## src/rtl/strobe_tgt_pkg.sv

```systemverilog
package strobe_tgt_pkg;

  typedef enum logic [1:0] {
    ST_IDLE   = 2'd0,
    ST_ACTIVE = 2'd1,
    ST_DONE   = 2'd2
  } tgtState_t;

  // Control-to-datapath strobes, each valid for one bus-clock edge.
  typedef struct packed {
    logic capAddr;  // first qualified edge: sample address side
    logic capData;  // third qualified edge: fill write buffer
    logic commit;   // final wait edge of a write
    logic latchRd;  // final wait edge of a read
  } tgtStrb_t;

  // Bus-clock edges from access start until ready is released.
  function automatic int unsigned waitEdges(input logic [1:0] ratioSel);
    case (ratioSel)
      2'd0:    return 6;
      2'd1:    return 9;
      2'd2:    return 11;
      default: return 15;
    endcase
  endfunction

endpackage

```

## src/rtl/strobe_tgt_ctrl.sv

```systemverilog
module strobe_tgt_ctrl
  import strobe_tgt_pkg::*;
#(
  parameter int CntW = 4
) (
  input  logic     clk,
  input  logic     rstN,
  input  logic     csN,
  input  logic     rdN,
  input  logic     wrN,
  input  logic [1:0] ratio,
  output tgtStrb_t strb,
  output logic     readyOut
);

  tgtState_t state;
  logic [CntW-1:0] cnt;
  logic [CntW-1:0] limit;
  logic isWr;
  logic qual;
  logic lastEdge;

  assign qual     = !csN && (!rdN || !wrN);
  assign lastEdge = (state == ST_ACTIVE) && qual && (cnt == limit - 1'b1);

  always_ff @(posedge clk or negedge rstN) begin
    if (!rstN) begin
      state <= ST_IDLE;
      cnt   <= '0;
      limit <= '0;
      isWr  <= 1'b0;
    end else begin
      case (state)
        ST_IDLE: if (qual) begin
          state <= ST_ACTIVE;
          cnt   <= CntW'(1);
          limit <= CntW'(waitEdges(ratio));
          isWr  <= !wrN;
        end
        ST_ACTIVE: begin
          if (!qual) begin
            state <= ST_IDLE;
          end else begin
            cnt <= cnt + 1'b1;
            if (lastEdge) state <= ST_DONE;
          end
        end
        ST_DONE: if (!qual) state <= ST_IDLE;
        default: state <= ST_IDLE;
      endcase
    end
  end

  always_comb begin
    strb.capAddr = (state == ST_IDLE) && qual;
    strb.capData = (state == ST_ACTIVE) && qual && isWr && (cnt == CntW'(2));
    strb.commit  = lastEdge && isWr;
    strb.latchRd = lastEdge && !isWr;
  end

  assign readyOut = (state == ST_DONE);


  ready_latency_chk: assert property (@(posedge clk) disable iff (!rstN)
    $rose(readyOut) |-> ($past(cnt) == limit - 1'b1));


  cnt_limit_chk: assert property (@(posedge clk) disable iff (!rstN)
    (state == ST_ACTIVE) |-> (cnt < limit));


  abort_idle_chk: assert property (@(posedge clk) disable iff (!rstN)
    ((state == ST_ACTIVE) && !qual) |=> ((state == ST_IDLE) && !readyOut));


  ready_drop_chk: assert property (@(posedge clk) disable iff (!rstN)
    (readyOut && !qual) |=> !readyOut);

endmodule

```

## src/rtl/strobe_tgt_dp.sv

```systemverilog
module strobe_tgt_dp
  import strobe_tgt_pkg::*;
#(
  parameter int AddrW    = 17,
  parameter int DataW    = 16,
  parameter int MemWords = 64,
  parameter int RegWords = 16
) (
  input  logic             clk,
  input  logic             rstN,
  input  tgtStrb_t         strb,
  input  logic [AddrW-1:0] addr,
  input  logic             memSel,
  input  logic             hiByteN,
  input  logic [DataW-1:0] dataIn,
  output logic [DataW-1:0] rdData
);

  localparam int Lanes   = DataW / 8;
  localparam int MemIdxW = $clog2(MemWords);
  localparam int RegIdxW = $clog2(RegWords);

  logic [AddrW-1:0] addrQ;
  logic             selQ;
  logic             hbeNQ;
  logic [DataW-1:0] wbData;
  logic [Lanes-1:0] laneEn;
  logic [DataW-1:0] memRd;
  logic [DataW-1:0] regRd;
  logic [MemIdxW-1:0] memIdx;
  logic [RegIdxW-1:0] regIdx;
  logic unusedAddrBits;

  assign memIdx = addrQ[MemIdxW:1];
  assign regIdx = addrQ[RegIdxW:1];
  assign unusedAddrBits = ^addrQ[AddrW-1:MemIdxW+1];

  // Lane 0 follows address bit 0, the top lane follows the high-byte enable.
  always_comb begin
    laneEn = '0;
    laneEn[0]       = !addrQ[0];
    laneEn[Lanes-1] = !hbeNQ;
  end

  always_ff @(posedge clk or negedge rstN) begin
    if (!rstN) begin
      addrQ  <= '0;
      selQ   <= 1'b0;
      hbeNQ  <= 1'b1;
      wbData <= '0;
      rdData <= '0;
    end else begin
      if (strb.capAddr) begin
        addrQ <= addr;
        selQ  <= memSel;
        hbeNQ <= hiByteN;
      end
      if (strb.capData) wbData <= dataIn;
      if (strb.latchRd) rdData <= selQ ? memRd : regRd;
    end
  end

  for (genvar g = 0; g < Lanes; g++) begin : gLane
    logic [7:0] memB [MemWords];
    logic [7:0] regB [RegWords];

    always_ff @(posedge clk or negedge rstN) begin
      if (!rstN) begin
        for (int i = 0; i < MemWords; i++) memB[i] <= '0;
      end else if (strb.commit && selQ && laneEn[g]) begin
        memB[memIdx] <= wbData[g*8 +: 8];
      end
    end

    always_ff @(posedge clk or negedge rstN) begin
      if (!rstN) begin
        for (int i = 0; i < RegWords; i++) regB[i] <= '0;
      end else if (strb.commit && !selQ && laneEn[g]) begin
        regB[regIdx] <= wbData[g*8 +: 8];
      end
    end

    assign memRd[g*8 +: 8] = memB[memIdx];
    assign regRd[g*8 +: 8] = regB[regIdx];
  end


  wb_hold_chk: assert property (@(posedge clk) disable iff (!rstN)
    !$past(strb.capData) |-> $stable(wbData));


  addr_hold_chk: assert property (@(posedge clk) disable iff (!rstN)
    !$past(strb.capAddr) |-> ($stable(addrQ) && $stable(selQ) && $stable(hbeNQ)));


  rd_hold_chk: assert property (@(posedge clk) disable iff (!rstN)
    !$past(strb.latchRd) |-> $stable(rdData));

endmodule

```

## src/rtl/strobe_tgt_top.sv

```systemverilog
module strobe_tgt_top
  import strobe_tgt_pkg::*;
#(
  parameter int AddrW    = 17,
  parameter int DataW    = 16,
  parameter int MemWords = 64,
  parameter int RegWords = 16,
  parameter int CntW     = 4
) (
  input  logic             busClk,
  input  logic             rstN,
  input  logic             csN,
  input  logic             rdN,
  input  logic             wrN,
  input  logic [AddrW-1:0] addr,
  input  logic             memSel,
  input  logic             hiByteN,
  input  logic [1:0]       ratio,
  input  logic [DataW-1:0] dataIn,
  output logic [DataW-1:0] dataOut,
  output logic             dataOe,
  output logic             readyOut,
  output logic             readyOe
);

  tgtStrb_t strb;

  strobe_tgt_ctrl #(.CntW(CntW)) ctrl_i (
    .clk     (busClk),
    .rstN    (rstN),
    .csN     (csN),
    .rdN     (rdN),
    .wrN     (wrN),
    .ratio   (ratio),
    .strb    (strb),
    .readyOut(readyOut)
  );

  strobe_tgt_dp #(
    .AddrW   (AddrW),
    .DataW   (DataW),
    .MemWords(MemWords),
    .RegWords(RegWords)
  ) dp_i (
    .clk    (busClk),
    .rstN   (rstN),
    .strb   (strb),
    .addr   (addr),
    .memSel (memSel),
    .hiByteN(hiByteN),
    .dataIn (dataIn),
    .rdData (dataOut)
  );

  assign readyOe = !csN && (!rdN || !wrN);
  assign dataOe  = !csN && !rdN && wrN;


  oe_cs_chk: assert property (@(posedge busClk) disable iff (!rstN)
    csN |-> (!readyOe && !dataOe));


  reset_quiet_chk: assert property (@(posedge busClk)
    !rstN |-> !readyOut);

endmodule

```

## config.mk

```make
export PLATFORM = sky130hd
export DESIGN_NAME = strobe_tgt_top
export DESIGN_NICKNAME = d
export VERILOG_FILES = /design/src/rtl/strobe_tgt_pkg.sv /design/src/rtl/strobe_tgt_ctrl.sv /design/src/rtl/strobe_tgt_dp.sv /design/src/rtl/strobe_tgt_top.sv
export SDC_FILE = /design/constraint.sdc
export NUM_CORES = 2
export LEC_CHECK = 0
export ABC_AREA = 1
export CORE_UTILIZATION = 60
export CTS_BUF_LIST = sky130_fd_sc_hd__clkbuf_16
export DETAILED_ROUTE_END_ITERATION = 12
export HOLD_SLACK_MARGIN = 0.03
export PLACE_DENSITY = 0.76
export SETUP_SLACK_MARGIN = 0.2
export SYNTH_ARGS = -nofsm -noshare
export SYNTH_HDL_FRONTEND = slang
export SYNTH_SLANG_ARGS = --single-unit
```

## constraint.sdc

```tcl
create_clock -name busClk -period 5.3 [get_ports busClk]
set_clock_uncertainty 0.05 [all_clocks]
set_input_delay 1.59 -clock busClk [delete_from_list [all_inputs] [get_ports busClk]]
set_output_delay 1.59 -clock busClk [all_outputs]
set_load 0.02 [all_outputs]
```

== Yosys cells after proc, flatten, opt, wreduce, memory -nomap -nowiden ==
Index checks and enable logic that the tools add are counted.

* Register bits: 1332
* Latch bits: 0
* Memory bits (writable): 0
* Bits in read-only memories: 0
* Input bits: 42
* Output and inout port bits: 19
* Word-level logic and storage cells: 249
* Memories kept: 0

* Add/subtract/negate cells: 2
* Multiply operators: 0
* Div/mod/pow operators: 0
* $lt $le $gt $ge: 4
* Eq/ne operators: 10
* Shift operators: 0
* Multiplexer cells: 30
* Bitwise gates (word level): 2
* Reductions and logical operators: 32

{| class="wikitable"
|+ Operators with widths
! operator !! number
|-
| 512-bit bitwise mux || 2
|-
| 128-bit bitwise mux || 2
|-
| 8-bit binary-select mux with 6-bit select || 2
|-
| 8-bit two-way mux || 10
|-
| 8-bit binary-select mux with 4-bit select || 2
|-
| 8-bit demux with 6-bit select || 1
|-
| 8-bit demux with 4-bit select || 1
|-
| 1-bit logical AND || 18
|-
| 16-bit two-way mux || 1
|-
| 4-bit case mux with 3 select lines || 1
|-
| 2-bit two-way mux || 4
|-
| 4-bit two-way mux || 2
|-
| 4-bit case mux with 2 select lines || 1
|-
| 7-bit >= comparator (second input constant) || 1
|-
| 1-bit logical NOT || 7
|-
| 7-bit by 1-bit less-than comparator with 1-bit output (second input constant) || 1
|-
| 6-bit inverter with 7-bit output || 1
|-
| 2-bit case mux with 3 select lines || 1
|-
| 3-bit AND reduction || 2
|-
| 5-bit >= comparator (second input constant) || 1
|-
| 5-bit by 1-bit less-than comparator with 1-bit output (second input constant) || 1
|-
| 4-bit inverter with 5-bit output || 1
|-
| 4-bit by 1-bit adder with 4-bit output (second input constant) || 1
|-
| 2-bit by 1-bit equality test with 1-bit output (second input constant) || 2
|-
| 11 further kinds || 14
|}

== Logic depth before layout (Yosys ltp) ==
* Depth in word-level cells: 8
* Gate-level depth with buffers: 15
* Mapped depth without buffers: 13

== Hierarchy ==
From an unflattened synthesis, not the netlist that was laid out.

* Cell total of the unflattened synthesis: 7753
* Area, all modules: 60172.7 µm²

{| class="wikitable"
|+ Modules (own cells, without submodules)
! module !! instances !! cells an instance !! area an instance (µm²) !! sequential area each (µm²)
|-
| strobe_tgt_dp || 1 || 7658 || 59494.6 || 33058.0
|-
| strobe_tgt_ctrl || 1 || 91 || 659.4 || 250.2
|-
| strobe_tgt_top || 1 || 4 || 18.8 || 0.0
|}

== Least setup slack after synthesis ==
Ideal clock, no wire load.

* Path type: in2out
* Start point: input port csN
* End point: output port dataOe
* Arrival: 2.117 ns
* Data required time: 3.660 ns
* Setup slack: 1.543 ns
* Cell stages on the path: 1
* Buffers on the path: 0
* Path through: nor3b_1

* Cells in the longest elaborated chain, start to end: 3

{| class="wikitable"
|+ RTL lines
! what !! line !! text
|-
| start: declaration || strobe_tgt_top.sv:12 || <nowiki>input logic csN,</nowiki>
|-
| 1-bit logical NOT || strobe_tgt_top.sv:56 || <nowiki>assign dataOe = !csN && !rdN && wrN;</nowiki>
|-
| 1-bit logical AND (2 in a row) || strobe_tgt_top.sv:56 ||
|-
| end: declaration || strobe_tgt_top.sv:21 || <nowiki>output logic dataOe,</nowiki>
|}

No other way between the ends.

== Worst setup path after layout ==
* Start point: input port wrN
* End point: output port dataOe

* Cells in the longest elaborated chain, start to end: 1

{| class="wikitable"
|+ RTL lines
! what !! line !! text
|-
| start: declaration || strobe_tgt_top.sv:14 || <nowiki>input logic wrN,</nowiki>
|-
| 1-bit logical AND || strobe_tgt_top.sv:56 ||
|}

No other way between the ends.

==> summary.md <==
| Metric | Value |
|---|---|
| Summed area of non-filler cells in the final layout | `71800 um^2` |
| Net count, final | `8967` |
| Class of the tightest hold or removal check | `reg2reg` |
| Final hold viol count | `0` |
| Cell type contributing the most total cell area after synthesis | `dfrtp_1` |
| Buffers on Ports | `50` |
| Via count of the first global-routing pass | `58365` |
| Post-DR vias/cell | `5.89` |
| Htree depth | `4` |
| Worst Slack Setup Final | `~680 ps` |
| CTS tree | `yes` |
| Number of fill cells | `around 9100` |
| Sinks on the clock net | `1331` |
| Final critical-path required period | `between 4000 and 5000 ps` |
| Count of maximum capacitance violations | `0` |
| Half-perimeter wire length of the detailed placement result | `125 mm` |
| Syn Std Cell Area | `65400 um^2` |
| Reg2Reg Depth | `8` |
| Width of the die | `332 um` |
| Number of storage elements in the synthesis netlist | `1331` |
| Final Setup Violations | `0` |
| Count of cell types in the netlist | `29` |
| Effective utilization at floorplan | `0.608` |
| Worst Setup EP | `dataOe` |
| Reg-to-reg slack, setup | `1210 ps` |
| Cell types with the largest area share after synthesis | `dfrtp_1, nand2_1, nand3_1, clkbuf_1, buf_2` |
| Actual slew at the worst max-slew pin | `1160 ps` |
| Total of cells resized after clock tree synthesis | `0` |
| Die Outline Area | `~110000 um^2` |
| Synth-to-layout area growth | `9.81%` |
| Global-route congestion overflow total | `0` |
| Critical path class | `in2out` |
| Launch point of the critical path | `wrN` |
| All-Layer GR Usage | `0.375` |
| Area taken by multi-input logic gates | `approximately 29000 um^2` |
| Total leakage power | `40.6 nW` |
| Crit share post-route | `0.872` |
| Proportion of layout cells with a drive suffix above 1 | `0.0539` |
| Critical path data arrival time | `2980 ps` |
| Number of placement rows | `120` |
| Remaining antenna violation count after routing | `0` |
| Worst Setup Slack post-DPL | `695 ps` |
| Setup repair after global routing missed its margin | `false` |
| Pwr per Cell Area | `336 nW/um^2` |
| Cts-stage hold buffer count | `0` |
| Router iterations before antenna repair | `8` |
| Critical path startpoint category | `input port` |
| Count of flip-flops with a built-in enable after synthesis | `0` |
| Floorplan core area | `108000 um^2` |
| Sum Neg Setup Slack | `0 ps` |
| DR WL/cell | `19.8 um` |
| Yosys top cell area share | `0.509` |
| Critical Path RT | `3660 ps` |
| Worst-case clock buffer depth | `3` |
| Main flop type after synthesis | `dfrtp_1` |
| Wire length of the first global-routing pass | `328 mm` |
| IO Pins | `61` |
| Synthesis warning total | `0` |
| Startpoint of the most critical register-to-register path | `dp_i.addrQ[1]$_DFFE_PN0P_` |
| Category of the worst setup path capture point | `primary output` |
| Number of DRC violations after detailed routing | `0` |
| Pin count of the biggest net entering global routing | `173` |
| Global placement routability congestion | `0.929` |
| Hold path startpoint | `dp_i.gLane[0].regB[101]$_DFFE_PN0P_` |
| Routed via count | `61490` |
| Post-CTS setup repair buffer count | `0` |
| Clock Root Buffer | `clkbuf_16` |
| Number of buffers created by CTS | `144` |
| Post-synthesis instance total | `9101` |
| Average instance area after synthesis | `7.18 um^2` |
| Highest fanout seen on the critical path | `3` |
| Clock-pin slew of the registers on the worst-case setup and hold paths | `50 ps` |
| Outcome | `completed` |
| Worst-skew pair later-pin latency | `760 ps` |
| Peak clock frequency supported by timing | `0.216 GHz` |
| Flip-flop and latch area | `33400 um^2` |
| Number of pins exceeding their max-slew limit in the final report | `0` |
| Max-slew headroom at the worst pin | `0.228` |
| Total nets after synthesis | `roughly 9000` |
| RR Endpoint | `dp_i.gLane[1].memB[211]$_DFFE_PN0P_` |
| Placement Cell Area | `67400 um^2` |
| Fraction of synthesis flops using an asynchronous set or reset pin | `1.00` |
| Proportion of synthesized chip area in sequential cells | `0.509` |
| Drt first-iter violations | `8162` |
| Initial antenna violation count | `2` |
| Total wire length | `207 mm` |
| Worst VDD drop | `0.306 mV` |
| Height of the die | `roughly 330 um` |
-- placed cells by master (no fill, tap or decap), drive strengths merged --
master,instances
nand3,1333
dfstp,1
or2,2
o21ai,27
clkbuf,152
mux2,16
diode,1
o31ai,1
xor2,3
inv,65
nor3,2
dfrtp,1330
a22oi,128
clkdlybuf4s50,49
a21oi,3
nor2,259
buf,234
ha,5
nand2,5283
bufinv,6
clkinv,68
nor3b,1
nand4,67
-- worst max-delay path: stages --
cell             delay (ps)
clkdlybuf4s50_1         510
nor3b_1                 230
clkdlybuf4s50_1         660
-- through the flow --
stage	util	hold slack, ps	total power [W]	std cells
CTS	0.668	422	0.0240	10438
global placement	0.627	403	0.0145	10177
detailed placement	0.627	408	0.0145	10177
floorplan	-	392	0.0126	9101
global route	0.668	429	0.0247	10438
finish	0.668	417	0.0241	10439
-- logic make-up after synthesis --
group,count (synthesis),share of synthesized area
mux,16,0.00276
simple gates,6947,0.428
flops,1331,0.509
buf+inv,640,0.0410
xor+xnor,3,0.000402
fa+ha+maj,5,0.000957
compound gates,159,0.0172
-- power by group --
part / switching (W) / total, W / internal (W)
Combinational: 0.00305 / 0.00357 / 0.000517
Sequential: 0.000674 / 0.0110 / 0.0103
Clock: 0.00416 / 0.00960 / 0.00544
Total: 0.00788 / 0.0241 / 0.0162
-- worst min path at each step --
stage / end / slack [ps] / cells after the start
floorplan: dp_i.gLane[0].memB[0]$_DFFE_PN0P_ / 390 / 2
global placement: dp_i.gLane[1].memB[216]$_DFFE_PN0P_ / 400 / 2
detailed placement: dp_i.gLane[1].memB[507]$_DFFE_PN0P_ / 410 / 2
CTS: dp_i.gLane[1].memB[433]$_DFFE_PN0P_ / 420 / 2
global route: dp_i.gLane[1].memB[506]$_DFFE_PN0P_ / 430 / 2
finish: dp_i.gLane[0].regB[101]$_DFFE_PN0P_ / 420 / 2
-- layout make-up --
cell class | count | area share
Antenna cell | 1 | 0.0000349
Clock buffer | 152 | 0.0530
Clock inverter | 109 | 0.00871
Inverter | 30 | 0.00178
Multi-Input combinational cell | 7130 | 0.410
Sequential cell | 1331 | 0.465
Tap cell | 1403 | 0.0244
Timing Repair Buffer | 283 | 0.0372
-- flip-flops by register name, indices dropped and copies added, names as in the netlist --
name             cells
dp_i.gLane.memB   1024
dp_i.gLane.regB    256
dp_i.rdData         16
dp_i.wbData         16
dp_i.addrQ           7
ctrl_i.cnt           4
ctrl_i.limit         3
ctrl_i.state         2
ctrl_i.isWr          1
dp_i.hbeNQ           1
dp_i.selQ            1
-- Yosys cell counts (2+ instances only) --
cell type / count
a22oi_1: 128
nand4_1: 66
nor2_1: 240
buf_4: 7
nand2_2: 6
dfrtp_1: 1330
nor2_2: 17
nor2_4: 2
inv_2: 4
xor2_1: 3
mux2_2: 16
buf_1: 46
buf_2: 202
ha_1: 5
nand3_1: 1333
o21ai_0: 27
clkbuf_1: 355
nor3_1: 2
inv_1: 25
a21oi_1: 2
nand2_1: 5277
-- routing by layer --
metal,GRT usage,vias up,routed length [um]
li1,-,28380,-
met1,0.515,29193,81400
met2,0.568,3372,92000
met3,0.0722,543,22400
met4,0.195,2,10800
met5,0,-,13
Note: power is estimated with default switching activity, not from simulation.
